<file path="src/rtl/xreg_pkg.sv">
package xreg_pkg;
  localparam int XR_DATA_W = 16;

  typedef enum logic [1:0] {
    SEL_PTR_A = 2'd0,
    SEL_PTR_B = 2'd1,
    SEL_WPORT = 2'd2,
    SEL_IDLE  = 2'd3
  } xsel_e;

  typedef enum logic [1:0] {
    SRC_ZERO  = 2'd0,
    SRC_MEM   = 2'd1,
    SRC_LOCAL = 2'd2,
    SRC_NOISE = 2'd3
  } rsrc_e;

  // Galois step, right shifting; feedback applied when the dropped bit is 1
  function automatic logic [XR_DATA_W-1:0] noise_next(
    input logic [XR_DATA_W-1:0] cur,
    input logic [XR_DATA_W-1:0] mask
  );
    logic [XR_DATA_W-1:0] sh;
    sh = cur >> 1;
    return cur[0] ? (sh ^ mask) : sh;
  endfunction
endpackage

</file>
<file path="src/rtl/xreg_flags.sv">
module xreg_flags #(
  parameter int STAT_W    = 16,
  parameter int ROUTE_BIT = 5,
  parameter int AUX_BIT   = 6
) (
  input  logic              clk,
  input  logic              rst_n,
  input  logic              load,
  input  logic [STAT_W-1:0] word,
  output logic              route_q,
  output logic              aux_q
);
  always_ff @(posedge clk) begin
    if (!rst_n) begin
      route_q <= 1'b0;
      aux_q   <= 1'b0;
    end else if (load) begin
      route_q <= word[ROUTE_BIT];
      aux_q   <= word[AUX_BIT];
    end
  end
endmodule

</file>
<file path="src/rtl/xreg_noise.sv">
module xreg_noise
  import xreg_pkg::*;
#(
  parameter logic [XR_DATA_W-1:0] SEED = 16'hACE1,
  parameter logic [XR_DATA_W-1:0] MASK = 16'hB400
) (
  input  logic                 clk,
  input  logic                 rst_n,
  output logic [XR_DATA_W-1:0] value
);
  always_ff @(posedge clk) begin
    if (!rst_n) value <= SEED;
    else        value <= noise_next(value, MASK);
  end
endmodule

</file>
<file path="src/rtl/xreg_decode.sv">
module xreg_decode
  import xreg_pkg::*;
(
  input  logic  route_en,
  input  xsel_e sel,
  input  logic  rd_en,
  input  logic  wr_en,
  output logic  mem_rd,
  output logic  mem_wr,
  output logic  local_wr,
  output rsrc_e rsrc
);
  logic eff_rd;
  assign eff_rd = rd_en & ~wr_en;

  always_comb begin
    mem_rd   = 1'b0;
    mem_wr   = 1'b0;
    local_wr = 1'b0;
    rsrc     = SRC_ZERO;
    unique case (sel)
      SEL_PTR_A: begin
        if (route_en) begin
          mem_rd = eff_rd;
          mem_wr = wr_en;
          if (eff_rd) rsrc = SRC_MEM;
        end else begin
          local_wr = wr_en;
          if (eff_rd) rsrc = SRC_LOCAL;
        end
      end
      SEL_PTR_B: begin
        if (route_en) begin
          mem_rd = eff_rd;
          mem_wr = wr_en;
          if (eff_rd) rsrc = SRC_MEM;
        end else if (eff_rd) begin
          rsrc = SRC_NOISE;
        end
      end
      SEL_WPORT: mem_wr = route_en & wr_en;
      default: ;
    endcase
  end
endmodule

</file>
<file path="src/rtl/xreg_router.sv">
module xreg_router
  import xreg_pkg::*;
#(
  parameter int ADDR_W = 21,
  parameter int STAT_W = 16,
  parameter int ROUTE_BIT = 5,
  parameter int AUX_BIT = 6,
  parameter logic [XR_DATA_W-1:0] NOISE_SEED = 16'hACE1,
  parameter logic [XR_DATA_W-1:0] NOISE_MASK = 16'hB400
) (
  input  logic                 clk,
  input  logic                 rst_n,
  input  logic                 status_we,
  input  logic [STAT_W-1:0]    status_wdata,
  output logic                 route_en,
  output logic                 aux_flag,
  input  logic [1:0]           reg_sel,
  input  logic                 rd_en,
  input  logic                 wr_en,
  input  logic [XR_DATA_W-1:0] wr_data,
  output logic [XR_DATA_W-1:0] rd_data,
  input  logic [ADDR_W-1:0]    ext_addr,
  output logic                 mem_rd,
  output logic                 mem_wr,
  output logic [ADDR_W-1:0]    mem_addr,
  output logic [XR_DATA_W-1:0] mem_wdata,
  input  logic [XR_DATA_W-1:0] mem_rdata,
  output logic                 addr_step
);
  logic                 local_wr;
  rsrc_e                rsrc;
  logic [XR_DATA_W-1:0] noise_w;
  logic [XR_DATA_W-1:0] ptr_local_q;

  xreg_flags #(
    .STAT_W(STAT_W), .ROUTE_BIT(ROUTE_BIT), .AUX_BIT(AUX_BIT)
  ) u_flags (
    .clk(clk), .rst_n(rst_n), .load(status_we), .word(status_wdata),
    .route_q(route_en), .aux_q(aux_flag)
  );

  xreg_noise #(.SEED(NOISE_SEED), .MASK(NOISE_MASK)) u_noise (
    .clk(clk), .rst_n(rst_n), .value(noise_w)
  );

  xreg_decode u_dec (
    .route_en(route_en), .sel(xsel_e'(reg_sel)), .rd_en(rd_en), .wr_en(wr_en),
    .mem_rd(mem_rd), .mem_wr(mem_wr), .local_wr(local_wr), .rsrc(rsrc)
  );

  always_ff @(posedge clk) begin
    if (!rst_n)        ptr_local_q <= '0;
    else if (local_wr) ptr_local_q <= wr_data;
  end

  always_comb begin
    unique case (rsrc)
      SRC_MEM:   rd_data = mem_rdata;
      SRC_LOCAL: rd_data = ptr_local_q;
      SRC_NOISE: rd_data = noise_w;
      default:   rd_data = '0;
    endcase
  end

  assign mem_addr  = ext_addr;
  assign mem_wdata = wr_data;
  assign addr_step = mem_rd | mem_wr;
endmodule

</file>
<file path="config.mk">
export PLATFORM = sky130hd
export DESIGN_NAME = xreg_router
export DESIGN_NICKNAME = d
export VERILOG_FILES = /design/src/rtl/xreg_pkg.sv /design/src/rtl/xreg_flags.sv /design/src/rtl/xreg_noise.sv /design/src/rtl/xreg_decode.sv /design/src/rtl/xreg_router.sv
export SDC_FILE = /design/constraint.sdc
export NUM_CORES = 1
export LEC_CHECK = 0
export BUFFER_PORTS_ARGS = -buffer_cell sky130_fd_sc_hd__buf_2
export CORE_MARGIN = 5
export CORE_UTILIZATION = 38
export DETAILED_ROUTE_END_ITERATION = 16
export GPL_ROUTABILITY_DRIVEN = 0
export PLACE_DENSITY = 0.81
export SLEW_MARGIN = 20
export SYNTH_ARGS = -nofsm -noshare
export SYNTH_HDL_FRONTEND = slang
export SYNTH_SLANG_ARGS = --single-unit
</file>
<file path="constraint.sdc">
create_clock -name clk -period 1.2 [get_ports clk]
set_input_delay 0.06 -clock clk [delete_from_list [all_inputs] [get_ports clk]]
set_output_delay 0.06 -clock clk [all_outputs]
set_load 0.02 [all_outputs]
</file>
==> summary.txt <==
Run status
  – Status: finished with violations
  – Failing checks: setup timing

Clocking
  – Total CTS buffers: 5
  – CTS tree: yes
  – Root buf cell: clkbuf_8
  – CTS Buffer Depth: 2
  – CTS hold repair buffers: 0
  – Clk Latency, worst-skew pair: 0.29 ns
  – # H-tree levels: 2
  – Clock sink count: 34
  – Clock slew seen by the registers of the worst setup and hold paths: 0.06 ns

Power and ir drop
  – Power Dens Cells: 1020 nW/um^2
  – Worst vdd ir: 0.394 mV
  – Leakage: 1.31 nW

Global route
  – Number of global-route vias before repair: 1520
  – GR Layer Usage met3: 4.26%
  – First-pass GRT wire length: 7370 microns
  – Initial antenna violation count: 0
  – Total gr overflow: 0
  – Met1 Resource Use GR: 15.4%
  – All-layer global routing usage: 13.0%
  – Met2 Resource Use GR: 21.1%
  – Maximum number of pins on one net before global-route repair: 51
  – Gr busiest metal: met2

Cells and area
  – Most frequent cells in the layout: buf_2, nand2_1, mux2i_1, buf_6, dfxtp_1
  – N_diodes: 0
  – Area Growth Syn to Fin: 24.2%
  – Most common cell after layout, fill and taps aside: buf_2
  – Final non-filler cell total: 324
  – Fraction of layout cells with a size suffix above 1: 50.0%
  – Nets: 329

Setup path
  – Critical Path Source: ptr_local_q[8]
  – R2R depth: 4
  – Slowest stage cell, crit path: dfxtp_2
  – CP endpoint kind: primary output
  – RR Startpoint: u_flags.route_q
  – Crit-path cells: mux2_4, o211a_1, buf_6
  – WP data required: 1.14 ns
  – Critical R2R Capture: ptr_local_q[10]
  – CP Max Fanout: 2
  – WP data arrival: 1.26 ns
  – Setup CP Type: reg2out
  – Crit path to: rd_data[8]
  – R2R setup slack: -0.07 ns
  – Critical Path Source Type: flop
  – Slowest Stage Delay on Critical Path: 0.33 ns

Timing
  – Slew at the pin with the worst max-slew slack: 0.505 ns
  – Setup tns final: -2.31 ns
  – Setup ws final: -0.124 ns
  – Fmax: 756 MHz
  – Crit path time final: 1.32 ns
  – Final Max Slew Viols: 0
  – Clock skew: 0.00738 ns
  – Final Hold Fails: 0
  – Setup violations, final: 35
  – Slew headroom: 66.3%
  – Unrepaired setup endpoints after global routing: true
  – Min Hold Slack: 0.0217 ns
  – Period utilization: 110%

Synth
  – Syn_area_per_cell: 9.55 sq um
  – Cell variety after synth: 21
  – Register area share after synthesis: 33.8%
  – Warnings, synthesis: 0
  – Mapped Area: 2010 sq um
  – Syn Nets: 287
  – Synthesis-stage register bit count: 34
  – Mapped Cells: 211

Drt
  – Drt first-iter violations: 74
  – Final ANT Viol Nets: 0
  – DRC errors left: 0
  – Vias: 1504
  – Drt total wl: 4450 microns
  – First-pass detailed-route iteration total: 4
  – Via density per instance: 4.64
  – Routed WL per cell: 13.7 microns

Floorplanning
  – Top Ports: 134
  – Rows: 26
  – Core area: 5140 sq um
  – Total Die Area: 6860 sq um
  – Die height: 82.8 microns
  – Initial Utilization: 39.2%
  – Die width: 82.8 microns

Placement
  – Dpl ws: -0.0321 ns
  – Inst Count DP: 312
  – IO buf count: 77
  – DPL Wire Length: 3090 microns

Flow run
  – Max Cap Viol: 0

Worst hold path
  – HP Class: in2reg
[kinds of logic (layout without fill, tap and decap cells)]
group	after synthesis	after routing	synth area share, %
buf+inv	51	94	18.9
mux	34	34	17.9
compound gates	17	17	8.38
flops	34	34	33.8
xor+xnor	3	3	1.30
simple gates	72	72	19.8
[worst max-delay path, delay by kind of cell, from the launching register on]
| kind | cells | cell delay [ns] |
|---|---|---|
| buffers and inverters | 1 | 0.14 |
| DFF | 1 | 0.33 |
| muxes | 1 | 0.27 |
| AOI/OAI and AO/OA | 1 | 0.25 |
[state kept, by name (all words and copies together), names as in the netlist]
register and cells:
u_noise.value 16, ptr_local_q 16, u_flags.aux_q 1, u_flags.route_q 1
[metrics by stage]
step,power (mW),util [%],cell area (sq um)
after global placement,1.69,42.8,2200
after CTS,2.56,48.3,2480
after global routing,2.68,48.7,2500
final,2.54,48.7,2500
after floorplan,1.68,-,2050
after detailed placement,1.70,42.8,2200
[per-layer routing]
metal	vias up	wire length (microns)
met5	-	0
met2	54	2100
met4	0	121
li1	744	-
met1	689	1970
met3	17	248
[Yosys cell counts]
cell type,instances,area share [%]
mux2_1,9,5.0
nor4b_4,1,1.2
nor3b_4,1,0.93
buf_4,37,14
and2_1,10,3.1
nand2_1,35,6.5
clkbuf_1,6,1.1
xnor2_1,2,0.87
mux2_2,7,3.9
buf_12,1,0.99
o2bb2ai_1,1,0.43
o211a_1,16,8.0
mux2i_1,18,8.9
xor2_1,1,0.43
nor2b_1,2,0.62
nor2_1,1,0.19
buf_2,3,0.75
or2b_1,6,2.2
buf_6,4,2.2
nand2b_1,16,5.0
dfxtp_1,34,34
[report_power, final]
part | internal, mW | switching (mW) | leakage (nW)
combinational | 0.264 | 0.250 | 0.978
sequential | 1.19 | 0.0355 | 0.285
clock | 0.402 | 0.401 | 0.0450
[area by class of cell]
cell class / count / area [sq um]
Sequential cell: 34 / 704
Timing Repair Buffer: 86 / 606
Multi-Input combinational cell: 126 / 1020
Tap cell: 70 / 87.6
Fill cell: 470 / 2640
Clock buffer: 6 / 72.6
Clock inverter: 2 / 10.0
[worst min path at each step]
stage / start / endpoint / depth (start not counted)
after floorplan: wr_data[0] / ptr_local_q[0] / 2
after global placement: ext_addr[10] / mem_addr[10] / 0
after detailed placement: ext_addr[10] / mem_addr[10] / 0
after CTS: wr_data[12] / ptr_local_q[12] / 3
after global routing: wr_data[12] / ptr_local_q[12] / 3
final: wr_data[7] / ptr_local_q[7] / 3
[timing repair]
item                                    in CTS  in global routing
pin swaps                                    3                  2
setup buffers                                4                  0
gates resized for setup                     60                  6
endpoints found under the setup margin      19                 35
(Power assumes the default switching activity.)
